## src/rtl/rearm_pkg.sv

```systemverilog
package rearm_pkg;

    localparam int CNT_W_DEF        = 55;
    localparam int OVR_W_DEF        = 32;
    localparam int MAX_ATTEMPTS_DEF = 20;

    // Engine sequencing: advance, settle one cycle, then judge.
    typedef enum logic [1:0] {
        ST_IDLE = 2'd0,
        ST_ADV  = 2'd1,
        ST_WAIT = 2'd2,
        ST_CHK  = 2'd3
    } rearm_state_e;

    // End-of-run outcome registered for the done pulse.
    typedef struct packed {
        logic done;
        logic fail;
    } rearm_result_t;

endpackage

```

## src/rtl/rearm_step.sv

```systemverilog
module rearm_step #(
    parameter int CNT_W        = 55,
    parameter int MAX_ATTEMPTS = 20,
    parameter int NW           = 5
) (
    input  logic [CNT_W-1:0] base_i,
    input  logic [CNT_W-1:0] period_i,
    input  logic [NW-1:0]    attempt_i,
    output logic [CNT_W-1:0] cand_o,
    output logic             ovf_o
);
    localparam int EW = CNT_W + MAX_ATTEMPTS;

    logic [EW-1:0]    skip_wide;
    logic [CNT_W:0]   sum;
    logic             shift_ovf;

    always_comb begin
        skip_wide = {{MAX_ATTEMPTS{1'b0}}, period_i} << attempt_i;
        shift_ovf = |skip_wide[EW-1:CNT_W];
        sum       = {1'b0, base_i} + {1'b0, skip_wide[CNT_W-1:0]};
        cand_o    = sum[CNT_W-1:0];
        ovf_o     = shift_ovf | sum[CNT_W];
    end
endmodule

```

## src/rtl/rearm_judge.sv

```systemverilog
module rearm_judge #(
    parameter int CNT_W = 55
) (
    input  logic [CNT_W-1:0] counter_i,
    input  logic [CNT_W-1:0] deadline_i,
    input  logic             pending_i,
    output logic             hit_o
);
    logic ahead;

    always_comb begin
        ahead = counter_i < deadline_i;
        hit_o = ahead | pending_i;
    end
endmodule

```

## src/rtl/rearm_ctrl.sv

```systemverilog
module rearm_ctrl
    import rearm_pkg::*;
#(
    parameter int CNT_W        = 55,
    parameter int OVR_W        = 32,
    parameter int MAX_ATTEMPTS = 20,
    parameter int NW           = 5
) (
    input  logic             clk,
    input  logic             rst,
    input  logic             start_i,
    input  logic [CNT_W-1:0] deadline_i,
    input  logic [CNT_W-1:0] period_i,
    input  logic [CNT_W-1:0] cand_i,
    input  logic             ovf_i,
    input  logic             hit_i,
    output logic [CNT_W-1:0] deadline_o,
    output logic [CNT_W-1:0] period_o,
    output logic [NW-1:0]    attempt_o,
    output logic [OVR_W-1:0] overrun_o,
    output logic             done_o,
    output logic             fail_o,
    output logic             busy_o
);
    localparam logic [NW-1:0] LAST_ATTEMPT = NW'(MAX_ATTEMPTS - 1);

    rearm_state_e   state_q;
    logic [CNT_W-1:0] dl_q;
    logic [CNT_W-1:0] per_q;
    logic [NW-1:0]  n_q;
    logic [OVR_W-1:0] ovr_q;
    rearm_result_t  res_q;
    logic           fail_q;

    always_ff @(posedge clk) begin
        if (rst) begin
            state_q <= ST_IDLE;
            dl_q    <= '0;
            per_q   <= '0;
            n_q     <= '0;
            ovr_q   <= '0;
            res_q   <= '0;
            fail_q  <= 1'b0;
        end else begin
            res_q <= '0;
            unique case (state_q)
                ST_IDLE: begin
                    if (start_i) begin
                        dl_q    <= deadline_i;
                        per_q   <= period_i;
                        n_q     <= '0;
                        ovr_q   <= '1;
                        fail_q  <= 1'b0;
                        state_q <= ST_ADV;
                    end
                end
                ST_ADV: begin
                    if (ovf_i) begin
                        res_q   <= '{done: 1'b1, fail: 1'b1};
                        fail_q  <= 1'b1;
                        state_q <= ST_IDLE;
                    end else begin
                        dl_q    <= cand_i;
                        ovr_q   <= ovr_q + (OVR_W'(1) << n_q);
                        state_q <= ST_WAIT;
                    end
                end
                ST_WAIT: state_q <= ST_CHK;
                ST_CHK: begin
                    if (hit_i) begin
                        res_q   <= '{done: 1'b1, fail: 1'b0};
                        state_q <= ST_IDLE;
                    end else if (n_q == LAST_ATTEMPT) begin
                        res_q   <= '{done: 1'b1, fail: 1'b1};
                        fail_q  <= 1'b1;
                        state_q <= ST_IDLE;
                    end else begin
                        n_q     <= n_q + NW'(1);
                        state_q <= ST_ADV;
                    end
                end
                default: state_q <= ST_IDLE;
            endcase
        end
    end

    assign deadline_o = dl_q;
    assign period_o   = per_q;
    assign attempt_o  = n_q;
    assign overrun_o  = ovr_q;
    assign done_o     = res_q.done;
    assign fail_o     = fail_q;
    assign busy_o     = (state_q != ST_IDLE);
endmodule

```

## src/rtl/deadline_rearm.sv

```systemverilog
module deadline_rearm
    import rearm_pkg::*;
#(
    parameter int CNT_W        = CNT_W_DEF,
    parameter int OVR_W        = OVR_W_DEF,
    parameter int MAX_ATTEMPTS = MAX_ATTEMPTS_DEF
) (
    input  logic             clk,
    input  logic             rst,
    input  logic             start_i,
    input  logic [CNT_W-1:0] deadline_i,
    input  logic [CNT_W-1:0] period_i,
    input  logic [CNT_W-1:0] counter_i,
    input  logic             pending_i,
    output logic [CNT_W-1:0] deadline_o,
    output logic [OVR_W-1:0] overrun_o,
    output logic             done_o,
    output logic             fail_o
);
    localparam int NW = $clog2(MAX_ATTEMPTS + 1);

    logic [CNT_W-1:0] dl_w;
    logic [CNT_W-1:0] per_w;
    logic [CNT_W-1:0] cand_w;
    logic [NW-1:0]    n_w;
    logic             ovf_w;
    logic             hit_w;
    logic             busy_w;

    rearm_step #(.CNT_W(CNT_W), .MAX_ATTEMPTS(MAX_ATTEMPTS), .NW(NW)) step_i (
        .base_i    (dl_w),
        .period_i  (per_w),
        .attempt_i (n_w),
        .cand_o    (cand_w),
        .ovf_o     (ovf_w)
    );

    rearm_judge #(.CNT_W(CNT_W)) judge_i (
        .counter_i  (counter_i),
        .deadline_i (dl_w),
        .pending_i  (pending_i),
        .hit_o      (hit_w)
    );

    rearm_ctrl #(.CNT_W(CNT_W), .OVR_W(OVR_W), .MAX_ATTEMPTS(MAX_ATTEMPTS), .NW(NW)) ctrl_i (
        .clk        (clk),
        .rst        (rst),
        .start_i    (start_i),
        .deadline_i (deadline_i),
        .period_i   (period_i),
        .cand_i     (cand_w),
        .ovf_i      (ovf_w),
        .hit_i      (hit_w),
        .deadline_o (dl_w),
        .period_o   (per_w),
        .attempt_o  (n_w),
        .overrun_o  (overrun_o),
        .done_o     (done_o),
        .fail_o     (fail_o),
        .busy_o     (busy_w)
    );

    assign deadline_o = dl_w;
endmodule

```

## config.mk

```make
export PLATFORM = sky130hd
export DESIGN_NAME = deadline_rearm
export DESIGN_NICKNAME = d
export VERILOG_FILES = /design/src/rtl/rearm_pkg.sv /design/src/rtl/rearm_step.sv /design/src/rtl/rearm_judge.sv /design/src/rtl/rearm_ctrl.sv /design/src/rtl/deadline_rearm.sv
export SDC_FILE = /design/constraint.sdc
export NUM_CORES = 1
export LEC_CHECK = 0
export BUFFER_PORTS_ARGS = -buffer_cell sky130_fd_sc_hd__buf_4
export CAP_MARGIN = 40
export CORE_MARGIN = 2
export CORE_UTILIZATION = 35
export DETAILED_ROUTE_END_ITERATION = 10
export PLACE_DENSITY = 0.57
export SLEW_MARGIN = 20
export SYNTH_ARGS = -nofsm -noshare
export SYNTH_HDL_FRONTEND = slang
export SYNTH_SLANG_ARGS = --single-unit
```

## constraint.sdc

```tcl
create_clock -name clk -period 10.3 [get_ports clk]
set_clock_uncertainty 0.1 [all_clocks]
set_input_delay 1.03 -clock clk [delete_from_list [all_inputs] [get_ports clk]]
set_output_delay 1.03 -clock clk [all_outputs]
set_load 0.005 [all_outputs]
```

# Word-level counts from Yosys, hierarchy flattened
# Cells that the tools add are included.
# W data, S select, Z words.
[word_totals] regBits=151 out_inout_bits=89 inputBits=169 elab_cells=58
[classes] order_cmp=1 n_mux=24 eq_ne=10 bitwise=2 n_addsub=3 reduce_logical=9 n_shift=2
[ops] op="$mux W55" count=2
[ops] op="$pmux W55 S2" count=1
[ops] op="$shl A55 B5 Y75" count=1
[ops] op="$mux W32" count=2
[ops] op="$pmux W32 S2" count=1
[ops] op="$add A55 B55 Y56" count=1
[ops] op="$lt A55 B55 Y1" count=1
[ops] op="$add A32 B32 Y32" count=1
[ops] op="$shl A1 B5 Y32 const A" count=1
[ops] op="$reduce_or A20 Y1" count=1
[ops] op="$mux W5" count=3
[ops] op="$mux W2" count=6
[ops] op="$pmux W5 S2" count=1
[ops] op="$ne A2 B2 Y1 const B" count=4
[ops] op="$pmux W2 S4" count=1
[ops] op="$add A5 B1 Y5 const B" count=1
[ops] op="$eq A5 B5 Y1 const B" count=1
[ops] op="$mux W1" count=5
[ops] op="$reduce_and A5 Y1" count=1
[ops] op="$eq A2 B2 Y1 const B" count=2
[ops] op="$ne A2 B1 Y1 const B" count=2
[ops] op="$pmux W2 S2" count=1
[ops] op="$reduce_and A4 Y1" count=1
[ops] op="$reduce_bool A2 Y1" count=2
[ops] op="other kinds (7)" count=8

# Logic depth before layout (Yosys ltp)
# Gate-level depths: netlist (run 1).
[depth] word_depth=5 mapped_depth=27 ltp_nobuf=19

# Hierarchy
# From an unflattened synthesis (run 1), not the netlist that was laid out.
[hier_totals] cells_unflattened=2042 area_unflattened_um2=15426.0
[modules_own_cells] mod="rearm_ctrl" cells_each=950 instances=1 seq_area_each_um2=3022.9 area_each_um2=7748.7
[modules_own_cells] mod="rearm_step" cells_each=895 instances=1 seq_area_each_um2=0.0 area_each_um2=6327.3
[modules_own_cells] mod="rearm_judge" cells_each=197 instances=1 seq_area_each_um2=0.0 area_each_um2=1350.0

# Worst setup path after synthesis (run 1)
# OpenSTA, ideal clock, no wires.
[synth_timing] kind="register to register" from="register ctrl_i.n_q[1], in the netlist ctrl_i.attempt_o[1]" to="register ctrl_i.ovr_q[19], in the netlist ctrl_i.overrun_o[19]" t_arrival_ns=5.311 synth_period_minus_slack_ns=5.497 stages_incl_launch_ff=25 setup_time_ns=0.086 required_ns=10.114 path_slack_ns=4.803 path_buffers=9 cell_sequence="dfxtp_1 buf_4 buf_6 buf_4 buf_2 clkbuf_1 clkbuf_1 mux4_2 mux2_2 o21ai_0 o21ai_0 ha_1 clkbuf_1 nand2_1 nor3_1 and4_1 o211ai_1 a21boi_0 nor2_1 o221ai_1 or2_1 clkbuf_1 buf_2 nor2_1 a211oi_1"
[synth_via] elab_chain_len=5 word_cells_on_any_way=10
[synth_rtl] element="start: declaration" line_no="rearm_ctrl.sv:30" text="logic [NW-1:0] n_q;"
[synth_rtl] element="start signal: assignment" line_no="rearm_ctrl.sv:78" text="n_q <= n_q + NW'(1);"
[synth_rtl] element="$shl A55 B5 Y75" line_no="rearm_step.sv:19" text="skip_wide = {{MAX_ATTEMPTS{1'b0}}, period_i} << attempt_i;"
[synth_rtl] element="$add A55 B55 Y56 / $reduce_or A20 Y1 (equally long branches)" line_no="rearm_step.sv:21, rearm_step.sv:20"
[synth_rtl] element="$or A1 B1 Y1" line_no="rearm_step.sv:23" text="ovf_o = shift_ovf | sum[CNT_W];"
[synth_rtl] element="$ne A2 B2 Y1 (no line)"
[synth_rtl] element="$reduce_and A3 Y1 (no line)"
[synth_rtl] element="end signal: assignment" line_no="rearm_ctrl.sv:64" text="ovr_q <= ovr_q + (OVR_W'(1) << n_q);"
[synth_rtl] element="end: declaration" line_no="rearm_ctrl.sv:31" text="logic [OVR_W-1:0] ovr_q;"
# Several ways; a longest one is shown, not always the timed one. The select of a mux whose other input is x is not followed.
# A chain may end at the register's enable or synchronous reset.

# Final worst setup path (run 1)
[layout_timing] from="register ctrl_i.n_q[1], in the netlist ctrl_i.attempt_o[1]" to="register ctrl_i.dl_q[41], in the netlist ctrl_i.deadline_o[41]"
[layout_via] elab_chain_len=5 word_cells_on_any_way=8
[layout_rtl] element="$shl A55 B5 Y75 *" line_no="rearm_step.sv:19"
[layout_rtl] element="$add A55 B55 Y56 / $reduce_or A20 Y1 (equally long branches)" line_no="rearm_step.sv:21, rearm_step.sv:20"
[layout_rtl] element="$or A1 B1 Y1" line_no="rearm_step.sv:23"
[layout_rtl] element="$ne A2 B2 Y1 (no line)"
[layout_rtl] element="$reduce_and A3 Y1 (no line)"
[layout_rtl] element="end signal: assignment" line_no="rearm_ctrl.sv:49" text="dl_q <= deadline_i;"
[layout_rtl] element="end signal: assignment" line_no="rearm_ctrl.sv:63" text="dl_q <= cand_i;"
[layout_rtl] element="end: declaration" line_no="rearm_ctrl.sv:28" text="logic [CNT_W-1:0] dl_q;"
# Every way passes the cells marked *; elsewhere a longest branch is shown, timed or not. The select of a mux whose other input is x is not followed.

==> summary.txt, run 1 <==
Setup path
  – Worst Path Buf+Inv: 4
  – Setup crit start: ctrl_i.attempt_o[1]
  – WS Path Type: reg2reg
  – Cell depth of the worst setup path: 19
  – Max incr delay on CP: approximately 0.67 ns
  – Crit-path leading delay family: compound AO/OA/AOI/OAI gates
  – Worst R2R Path Depth: 19
  – Most frequent cell on the critical path: nor2_1
  – Worst-path cell chain: buf_4 -> inv_2 -> a31oi_1 -> nor2_1 -> a21oi_1 -> mux2i_1 -> and2_1 -> ha_1 -> a21oi_1 -> or4b_2 -> o211ai_1 -> a21boi_0 -> nor2_1 -> o221ai_1 -> o21ai_4 -> buf_4 -> buf_16 -> nor2_1 -> a311oi_1
  – Crit-path max FO: 80
  – Worst setup EP type: flop
  – Worst Path Required: roughly 11 ns
  – Critical Path AT: just under 7 ns
  – Startpoint Class: flop
  – R2R Path Start: ctrl_i.attempt_o[1]
  – Slowest CP cell: or4b_2

Global route
  – Antenna violations before repair: 0
  – Grt total ovfl: 0
  – Global-route wire length before repair: between 90,000 and 100,000 um
  – Largest net degree at the start of global routing: 91
  – GRT Util Overall: 0.2459
  – Vias in the first global route: roughly 16,000

Routing
  – Vias: ~17,000
  – DRC: 0
  – Final ANT Viol Nets: 0
  – Via/cell ratio: around 5.7
  – WL/cell: between 20 and 25 um
  – Final WL: between 50,000 and 60,000 um
  – Starting DRT DRC Count: around 1,300
  – First-pass DRT Iterations: 6

Final layout
  – P&R area growth vs syn: 19.50%
  – Nets: around 2,600
  – Most frequent cells in the layout: nand2_1, buf_4, a21oi_1
  – Fill cell count: 4,568
  – Diode count: 0
  – Area of the multi-input gates: roughly 0.012 mm2
  – Fin util: 0.4235
  – Most common cell after layout, fill and taps aside: nand2_1
  – Register area: a little over 0.003 mm2
  – Share of layout cells above drive strength 1: 0.1730

Die
  – Initial core utilization: 0.3544
  – Top-Level Pins: 258
  – Die W: between 200 and 250 um
  – Die Y: around 220 um
  – Core area: roughly 0.044 mm2
  – FP Rows: 77
  – Die area: between 0.04 and 0.05 mm2

Synthesis
  – Ys flop type: dfxtp_1
  – Synth Cell Area: approximately 0.016 mm2
  – Post-synth EDFFs: 0
  – Post-synthesis cell count: around 2,100
  – Synth Warn #: 0
  – Syn avg cell area: ~7.4 um2
  – Fraction of the yosys area taken by sequential cells: 0.1929
  – Top cells by area, synth: dfxtp_1, ha_1, nand2_1
  – Synth top area share: 0.1929
  – Library cells used by synthesis: 77
  – Syn Nets: approximately 2,400
  – Synth async-reset ratio: 0
  – Post-synth top area cell: dfxtp_1
  – Yosys reg bits: about 150

STA
  – RSZ-0062 raised after global routing: no
  – Max-Slew Margin vs Limit: 0.4482
  – Final worst-path cycle share: 0.6445
  – Min setup slack post-route: about 3.7 ns
  – Final setup fails: 0
  – Setup TNS: 0 ns
  – Minimum clock period: 6.638 ns
  – Final hold vios: 0
  – Fin. max-slew vios: 0
  – Worst Tran Pin Value: around 0.82 ns
  – Final hold slack: around 0.38 ns
  – FMAX: about 0.15 GHz

CTS
  – CTS clk-pin slew, worst paths: roughly 0.060 ns
  – CTS tree: done
  – Resized cells post-CTS: 0
  – TritonCTS Buffers: 17
  – H-tree Lvls: 4
  – TritonCTS Sinks: about 150
  – Clk_lat worst skew: between 0.4 and 0.5 ns
  – CTS Buffer Depth: 2
  – Hold buffer count at CTS: 0
  – Number of setup buffers added after CTS: 0
  – Root buffer cell: clkbuf_16

Place
  – Pre-CTS WS: ~3.5 ns
  – Routability cong.: a little under 1
  – Detailed Place HPWL: 46,980 um
  – Count of input and output buffers: ~260

Power
  – Pwr dens: ~120 mW/mm2
  – Total Power: 2340 uW
  – Max VDD drop: roughly 0.12 mV
  – Lkg Pwr: between 0.008 and 0.009 uW

Worst hold path
  – Worst Min Path Start: ctrl_i.period_o[54]
  – Min-delay worst type: reg2reg
  – Hold path cells: 2

Job
  – Max-Cap Viols: 0

Status
  – Status: completed
==> tightest hold or removal path, stage by stage, from the launching register on <==
cell and delay [ns]:
dfxtp_1 0.32, nand2_1 0.06, a21oi_1 0.05
==> flip-flops by register name, summed over array words and instances (netlist names), named ones only <==
| name | flops |
|---|---|
| ctrl_i.deadline_o | 55 |
| ctrl_i.state_q | 1 |
| ctrl_i.done_o | 1 |
| ctrl_i.period_o | 55 |
| ctrl_i.attempt_o | 5 |
| ctrl_i.overrun_o | 32 |
| ctrl_i.fail_o | 1 |
==> path summary, 6_finish.rpt <==
check	slack, ns	endpoint
min	0.38	ctrl_i.period_o[54]
max reg2reg	3.66	ctrl_i.deadline_o[41]
max	3.66	ctrl_i.deadline_o[41]
min reg2reg	0.38	ctrl_i.period_o[54]
==> final cells by class <==
type                    instances  share of cell area
clock buffers                  20             0.02385
inverters                      93             0.01864
flip-flops and latches        151              0.1619
clock inverters                11             0.01303
multi-input cells            1748              0.6275
repair buffers                277              0.1155
well taps                     592             0.03956
==> cell families (layout without fill, tap and decap cells) <==
| group | after synthesis | in the layout | share of synthesized area |
|---|---|---|---|
| AO/OA/AOI/OAI | 638 | 638 | 0.2615 |
| XOR/XNOR | 72 | 72 | 0.04024 |
| adder cells (fa/ha/maj) | 148 | 148 | 0.1191 |
| buffers and inverters | 230 | 401 | 0.05885 |
| flip-flops | 151 | 151 | 0.1929 |
| multiplexers | 143 | 143 | 0.1207 |
| AND/OR/NAND/NOR | 747 | 747 | 0.2066 |
==> layer usage <==
metal,vias to the layer above,GRT usage,share of wire
met5,-,0,0
met4,0,0.06437,0.019
met3,57,0.02819,0.058
met2,623,0.3970,0.46
met1,7820,0.3468,0.47
li1,8067,-,-
==> per-stage QoR <==
step           instances  area, um2
4_1_cts             2891      18700
3_3_place_gp        2855      17910
6_report            2892      18730
5_1_grt             2892      18730
3_5_place_dp        2860      18010
2_1_floorplan       2129      15670
==> Yosys cell counts, types with 8 or more instances <==
| library cell | n |
|---|---|
| o21ai_0 | 94 |
| nor2b_1 | 8 |
| o311a_1 | 10 |
| dfxtp_1 | 151 |
| o211ai_1 | 21 |
| mux2i_1 | 81 |
| mux4_2 | 34 |
| nand2b_1 | 14 |
| xnor2_1 | 43 |
| o21a_1 | 21 |
| a211oi_1 | 63 |
| ha_1 | 146 |
| a21o_1 | 44 |
| nand4_1 | 30 |
| a21oi_1 | 232 |
| a31oi_1 | 14 |
| nor2_1 | 216 |
| mux2_2 | 28 |
| inv_1 | 90 |
| o22ai_1 | 15 |
| o31ai_1 | 13 |
| nor3_1 | 26 |
| a311oi_1 | 24 |
| buf_1 | 17 |
| clkbuf_1 | 89 |
| and2_1 | 14 |
| buf_2 | 26 |
| or3_1 | 11 |
| xor2_1 | 29 |
| nand3_1 | 32 |
| and3_1 | 21 |
| nand2_1 | 345 |
| o21bai_1 | 17 |
==> report_power, final <==
group,internal [uW],switching (uW)
sequential,649,98.1
combinational,360,459
clock,486,288
No activity file was read; power rests on OpenSTA's default activity.
==> inputs of run 2 (changes only) <==
clock period = 6.4 ns   (was 10.3 ns; I/O delays follow)
==> summary.txt, run 2 (synthesized netlist as in run 1, its figures left out) <==
Status
  – Status: completed (unchanged)

Global route
  – Most used routing layer: met2 (unchanged)
  – Vias in the first global route: 15,520 (was 15,578)
  – Met1 GRT Util: 0.3306 (was 0.3468)
  – GRT Util Overall: 0.2463 (was 0.2459)
  – Grt total ovfl: 0 (unchanged)
  – Met2 Use GR: 0.3955 (was 0.3970)
  – Largest net degree at the start of global routing: 72 (was 91)
  – GR Layer Usage met3: 0.04877 (was 0.02819)
  – Antenna violations before repair: 2 (was 0)
  – Global-route wire length before repair: 90,090 um (was 90,530 um)

STA
  – Fin. max-slew vios: 0 (unchanged)
  – Final setup fails: 0 (unchanged)
  – Max-Slew Margin vs Limit: 0.4266 (was 0.4482)
  – Final worst-path cycle share: 0.9044 (was 0.6445)
  – Worst Tran Pin Value: 0.8512 ns (was 0.8207 ns)
  – RSZ-0062 raised after global routing: no (unchanged)
  – Setup TNS: 0 ns (unchanged)
  – Minimum clock period: 5.788 ns (was 6.638 ns)
  – FMAX: 0.1728 GHz (was 0.1507 GHz)
  – Final hold vios: 0 (unchanged)
  – Final hold slack: 0.3143 ns (was 0.3766 ns)

Setup path
  – Reg-to-reg slack, setup: 0.61 ns (was 3.66 ns)
  – Crit path to: ctrl_i.deadline_o[13] (was ctrl_i.deadline_o[41])
  – Worst Path Required: 6.67 ns (was 10.56 ns)
  – Setup crit start: ctrl_i.attempt_o[1] (unchanged)
  – Max incr delay on CP: 0.72 ns (was 0.67 ns)
  – Critical Path AT: 6.06 ns (was 6.90 ns)
  – WS Path Type: reg2reg (unchanged)
  – Slowest CP cell: dfxtp_4 (was or4b_2)
  – Most frequent cell on the critical path: nor2_1 (unchanged)
  – Crit-path max FO: 66 (was 80)
  – Startpoint Class: flop (unchanged)
  – Worst R2R Path Depth: 18 (was 19)
  – R2R Path End: ctrl_i.deadline_o[13] (was ctrl_i.deadline_o[41])
  – Worst setup EP type: flop (unchanged)
  – R2R Path Start: ctrl_i.attempt_o[1] (unchanged)
  – Worst-path cell chain: mux2i_1 -> nor2_1 -> a31oi_1 -> nor2_1 -> a21oi_1 -> mux2i_1 -> and2_1 -> ha_1 -> a21oi_1 -> or4b_2 -> o211ai_1 -> a21boi_0 -> nor2_1 -> o221ai_1 -> o21ai_4 -> buf_12 -> nor2_1 -> a311oi_1 (was buf_4 -> inv_2 -> a31oi_1 -> nor2_1 -> a21oi_1 -> mux2i_1 -> and2_1 -> ha_1 -> a21oi_1 -> or4b_2 -> o211ai_1 -> a21boi_0 -> nor2_1 -> o221ai_1 -> o21ai_4 -> buf_4 -> buf_16 -> nor2_1 -> a311oi_1)

Routing
  – Via/cell ratio: 5.650 (was 5.729)
  – Starting DRT DRC Count: 1,313 (was 1,339)
  – Final ANT Viol Nets: 0 (unchanged)
  – Final WL: 58,890 um (was 58,980 um)
  – WL/cell: 20.25 um (was 20.39 um)
  – First-pass DRT Iterations: 5 (was 6)
  – DRC: 0 (unchanged)
  – Vias: 16,429 (was 16,567)

CTS
  – CTS tree: done (unchanged)
  – CTS clk-pin slew, worst paths: 0.07 ns (was 0.06 ns)
  – Root buffer cell: clkbuf_16 (unchanged)
  – TritonCTS Buffers: 17 (unchanged)
  – Resized cells post-CTS: 0 (unchanged)
  – Number of setup buffers added after CTS: 0 (unchanged)
  – H-tree Lvls: 4 (unchanged)
  – TritonCTS Sinks: 151 (unchanged)
  – Clk_lat worst skew: 0.47 ns (was 0.46 ns)
  – CTS Buffer Depth: 2 (unchanged)
  – Hold buffer count at CTS: 0 (unchanged)

Die
  – FP Rows: 77 (unchanged)
  – Die area: 0.04648 mm2 (unchanged)
  – Core area: 0.04422 mm2 (unchanged)
  – Die Y: 215.6 um (unchanged)
  – Die W: 215.6 um (unchanged)
  – Initial core utilization: 0.3544 (unchanged)
  – Top-Level Pins: 258 (unchanged)

Place
  – Detailed Place HPWL: 47,110 um (was 46,980 um)
  – Count of input and output buffers: 257 (unchanged)
  – Routability cong.: 0.9565 (was 0.9750)

Power
  – Pwr dens: 190.7 mW/mm2 (was 124.9 mW/mm2)
  – Lkg Pwr: 0.008109 uW (was 0.008071 uW)
  – Max VDD drop: 0.1828 mV (was 0.1171 mV)
  – Total Power: 3578 uW (was 2340 uW)

Final layout
  – Most common cell after layout, fill and taps aside: nand2_1 (unchanged)
  – P&R area growth vs syn: 19.75% (was 19.50%)
  – Nets: 2,619 (was 2,605)
  – Most frequent cells in the layout: nand2_1, buf_4, a21oi_1 (unchanged)
  – Fin util: 0.4244 (was 0.4235)
  – Share of layout cells above drive strength 1: 0.1793 (was 0.1730)

Worst hold path
  – Min-delay worst type: in2reg (was reg2reg)

Job
  – Max-Cap Viols: 0 (unchanged)
## run 2: cell count changes in the layout (fill, tap and decap cells not counted)
cell        before  now
buf_4          271  283
bufinv_16        7    2
buf_12           0    4
clkinv_2         0    3
buf_16           4    2
clkbuf_8         1    3
clkinvlp_4       1    3
buf_1            1    0
clkbuf_1         2    1
clkbuf_16       17   18
diode_2          0    1
inv_4            0    1
inv_6            2    1
## run 2: cell type report
type                       instances  area (um2)
inverter                          93       349.1
sequential                       151        3032
multi-input combinational       1748       11750
antenna                            1       2.502
clock inverter                    11       121.4
timing repair buffer             291        2300
clock buffer                      21       470.5
tap                              592       740.7
fill                            4566       25460
## run 2: report_power, final
part	switching, uW	internal [uW]
clock	448	604
sequential	157	1040
combinational	740	584
total	1350	2230
## run 2: routing by layer
metal	part of all wire	wire, um
met2	0.46	26970
met5	0.00022	13
met1	0.45	26540
met3	0.066	3889
met4	0.025	1473
## run 2: how the worst min path moves through the flow
stage	start	endpoint	slack [ns]	depth (start not counted)
2_1_floorplan	ctrl_i.period_o[54]	ctrl_i.period_o[54]	0.35	2
4_1_cts	period_i[43]	ctrl_i.period_o[43]	0.29	3
3_3_place_gp	ctrl_i.period_o[54]	ctrl_i.period_o[54]	0.37	2
6_report	period_i[43]	ctrl_i.period_o[43]	0.31	3
5_1_grt	period_i[38]	ctrl_i.period_o[38]	0.30	3
3_5_place_dp	ctrl_i.period_o[22]	ctrl_i.period_o[22]	0.37	2
## run 2: worst max-delay path: cells and delay by family, from the launching register on
kind                       cells  cell delay, ns
and+or+nand+nor                6            1.39
AOI/OAI and AO/OA              8            2.25
muxes                          2            0.49
DFF                            1            0.72
buffers and inverters          1            0.31
adders and majority gates      1            0.39
## run 2: per-stage QoR
step / instances / area, um2 / setup slack (ns)
global placement: 2870 / 18060 / 0.6973
finish: 2908 / 18770 / 0.6121
CTS: 2905 / 18720 / 0.6143
floorplan: 2129 / 15670 / 0.9030
detailed placement: 2873 / 18130 / 0.6538
global route: 2907 / 18760 / 0.2212
==> inputs of run 3 (changes only) <==
SYNTH_HIERARCHICAL = 1   (was not set)
==> summary.txt, run 3 <==
Synthesis
  – Synth async-reset ratio: 0 (unchanged)
  – Post-Synth Simple-Gate Area: 0.1943 (was 0.2066)
  – Xor and xnor area share after synthesis: 0.04088 (was 0.04024)
  – Fraction of the yosys area taken by sequential cells: 0.1960 (was 0.1929)
  – Adder-cell area share of the yosys netlist: 0.1210 (was 0.1191)
  – Syn Nets: 2,359 (was 2,446)
  – Post-synthesis cell count: 2,042 (was 2,129)
  – Syn avg cell area: 7.554 um2 (was 7.360 um2)
  – Count leader, synth: nand2_1 (unchanged)
  – Synth Cell Area: 0.01543 mm2 (was 0.01567 mm2)
  – Compound-gate portion of the synthesized area: 0.2336 (was 0.2615)
  – Yosys reg bits: 151 (unchanged)
  – Post-synth top area cell: dfxtp_1 (unchanged)
  – Largest family of logic cells by synthesized area: compound AO/OA/AOI/OAI gates (unchanged)
  – Top cells by area, synth: dfxtp_1, ha_1, mux2i_1 (was dfxtp_1, ha_1, nand2_1)
  – Mux cell area share after synthesis: 0.1574 (was 0.1207)
  – Library cells used by synthesis: 75 (was 77)
  – Ys flop type: dfxtp_1 (unchanged)
  – Post-synth EDFFs: 0 (unchanged)
  – Synth top area share: 0.1960 (was 0.1929)
  – Synth top cells by count: nand2_1, a21oi_1, nor2_1 (unchanged)
  – Synth Warn #: 6 (was 0)

Global route
  – Grt total ovfl: 0 (unchanged)
  – Global-route wire length before repair: 83,100 um (was 90,090 um)
  – Antenna violations before repair: 0 (was 2)
  – Largest net degree at the start of global routing: 75 (was 72)
  – GRT Util Overall: 0.2262 (was 0.2463)
  – Vias in the first global route: 14,713 (was 15,520)

STA
  – RSZ-0062 raised after global routing: no (unchanged)
  – Setup TNS: 0 ns (unchanged)
  – Final worst-path cycle share: 0.9145 (was 0.9044)
  – Max-Slew Margin vs Limit: 0.4549 (was 0.4266)
  – Fin. max-slew vios: 0 (unchanged)
  – Worst Tran Pin Value: 0.8176 ns (was 0.8512 ns)
  – Final hold slack: 0.3146 ns (was 0.3143 ns)
  – Final hold vios: 0 (unchanged)
  – FMAX: 0.1709 GHz (was 0.1728 GHz)
  – Minimum clock period: 5.853 ns (was 5.788 ns)
  – Final setup fails: 0 (unchanged)

CTS
  – Number of setup buffers added after CTS: 0 (unchanged)
  – H-tree Lvls: 4 (unchanged)
  – CTS Buffer Depth: 2 (unchanged)
  – TritonCTS Buffers: 17 (unchanged)
  – TritonCTS Sinks: 151 (unchanged)
  – CTS clk-pin slew, worst paths: 0.07 ns (about the same)
  – Clk_lat worst skew: 0.47 ns (about the same)
  – CTS tree: done (unchanged)
  – Root buffer cell: clkbuf_16 (unchanged)

Final layout
  – Share of layout cells above drive strength 1: 0.1840 (was 0.1793)
  – Fill cell count: 4,458 (was 4,566)
  – Area of the multi-input gates: 0.01155 mm2 (was 0.01175 mm2)
  – Most common cell after layout, fill and taps aside: buf_4 (was nand2_1)
  – Most frequent cells in the layout: buf_4, nand2_1, nor2_1, a21oi_1, mux2i_1 (was nand2_1, buf_4, a21oi_1)
  – Register area: 0.003029 mm2 (was 0.003032 mm2)
  – Fin util: 0.4247 (was 0.4244)
  – Diode count: 0 (was 1)
  – Nets: 2,538 (was 2,619)
  – P&R area growth vs syn: 19.12% (was 19.75%)

Routing
  – DRC: 0 (unchanged)
  – Vias: 15,655 (was 16,429)
  – Final ANT Viol Nets: 0 (unchanged)
  – WL/cell: 18.85 um (was 20.25 um)
  – First-pass DRT Iterations: 5 (unchanged)
  – Via/cell ratio: 5.553 (was 5.650)
  – Final WL: 53,150 um (was 58,890 um)
  – Starting DRT DRC Count: 1,133 (was 1,313)

Setup path
  – Crit-path max FO: 74 (was 66)
  – Reg-to-reg slack, setup: 0.55 ns (was 0.61 ns)
  – WS Path Type: reg2reg (unchanged)
  – Worst R2R Path Depth: 21 (was 18)
  – Critical Path AT: 6.06 ns (about the same)
  – Worst Path Required: 6.61 ns (was 6.67 ns)
  – Worst setup EP type: flop (unchanged)
  – Setup crit start: ctrl_i/attempt_o[0] (was ctrl_i.attempt_o[1])
  – Startpoint Class: flop (unchanged)
  – Crit path to: ctrl_i/deadline_o[20] (was ctrl_i.deadline_o[13])
  – R2R Path End: ctrl_i/deadline_o[20] (was ctrl_i.deadline_o[13])
  – R2R Path Start: ctrl_i/attempt_o[0] (was ctrl_i.attempt_o[1])

Die
  – Initial core utilization: 0.3565 (was 0.3544)
  – Top-Level Pins: 258 (unchanged)
  – Die area: 0.04577 mm2 (was 0.04648 mm2)
  – Die W: 213.9 um (was 215.6 um)
  – Die Y: 213.9 um (was 215.6 um)
  – Core area: 0.04327 mm2 (was 0.04422 mm2)
  – FP Rows: 76 (was 77)

Power
  – Clock Power Share: 0.267 (was 0.294)
  – Int Power: 2286 uW (was 2233 uW)
  – Max VDD drop: 0.1667 mV (was 0.1828 mV)
  – Share of power burned in combinational logic: 0.406 (was 0.370)
  – Switch share: 0.3964 (was 0.3759)
  – Psw: 1501 uW (was 1345 uW)
  – Lkg Pwr: 0.007993 uW (was 0.008109 uW)
  – Seq pwr share: 0.327 (was 0.336)
  – Pwr dens: 206.1 mW/mm2 (was 190.7 mW/mm2)

Place
  – Detailed Place HPWL: 42,870 um (was 47,110 um)
  – Routability cong.: 0.9264 (was 0.9565)
  – Count of input and output buffers: 257 (unchanged)

Status
  – Status: completed (unchanged)

Job
  – Max-Cap Viols: 0 (unchanged)

Worst hold path
  – Min-delay worst type: in2reg (unchanged)
[run 3: timing repair]
item / 4_1_cts / 5_1_grt
hold buffers: 0 / 0
gates resized for setup: 0 / 1
endpoints found under the setup margin: 0 / 6
[run 3: final cells by class]
type	instances	area share
multi-input combinational	1669	0.6284
sequential	151	0.1649
timing repair buffer	284	0.1161
tap	585	0.03983
clock buffer	17	0.02315
inverter	98	0.02002
clock inverter	15	0.007694
[run 3: worst min path at each step]
stage,startpoint,end,slack (ns),cells after the start
6_report,period_i[53],ctrl_i/period_o[53],0.31,3
3_3_place_gp,ctrl_i/period_o[34],ctrl_i/period_o[34],0.36,2
3_5_place_dp,ctrl_i/period_o[27],ctrl_i/period_o[27],0.37,2
4_1_cts,period_i[42],ctrl_i/period_o[42],0.29,3
5_1_grt,period_i[53],ctrl_i/period_o[53],0.31,3
2_1_floorplan,ctrl_i/period_o[3],ctrl_i/period_o[3],0.34,2
[run 3: cell families (layout without fill, tap and decap cells)]
kind of cell,after synthesis,after routing
AOI/OAI and AO/OA,570,570
DFF,151,151
and+or+nand+nor,672,672
xor gates and xnor gates,72,72
adders and majority gates,148,148
buffers and inverters,222,414
muxes,207,207
[run 3: metal layers]
metal  vias to the layer above  GRT usage  routed length, um
li1                       7746          -                  -
met1                      7414     0.3148              25470
met2                       445     0.3627              24170
met3                        50    0.03153               2480
met4                         0    0.06667               1036
met5                         -          0                  0
[run 3: critical path: stages, from the launching register on]
cell and delay [ns]:
dfxtp_2 0.72, buf_4 0.54, mux2i_1 0.28, nor3_1 0.06
a21oi_1 0.31, mux2_2 0.23, nor2_1 0.07, ha_1 0.41
and3_1 0.21, nand2_1 0.07, o211a_1 0.24, o31a_1 0.31
a211o_1 0.35, a21oi_1 0.18, nor2_1 0.09, o21a_1 0.23
o311ai_1 0.37, nand2b_1 0.23, nand2_4 0.06, buf_4 0.32
nor2_1 0.18, a211oi_1 0.06
[run 3: power by group through the flow]
stage	Combinational, uW	Sequential [uW]	Clock [uW]
after CTS	1540	1240	1040
after detailed placement	1530	1260	0
after global routing	1710	1260	1070
after floorplan	1020	1190	0
after global placement	1510	1260	0
final	1540	1240	1010
[run 3: through the flow]
| step | instance area, um2 | instances | total power (uW) | worst slack, ns |
|---|---|---|---|---|
| 2_1_floorplan | 15430 | 2042 | 2210 | 0.3479 |
| 3_3_place_gp | 17800 | 2786 | 2766 | 0.5578 |
| 3_5_place_dp | 17800 | 2786 | 2792 | 0.5008 |
| 4_1_cts | 18370 | 2818 | 3823 | 0.4743 |
| 5_1_grt | 18380 | 2819 | 4044 | 0.04749 |
| 6_report | 18380 | 2819 | 3787 | 0.5470 |
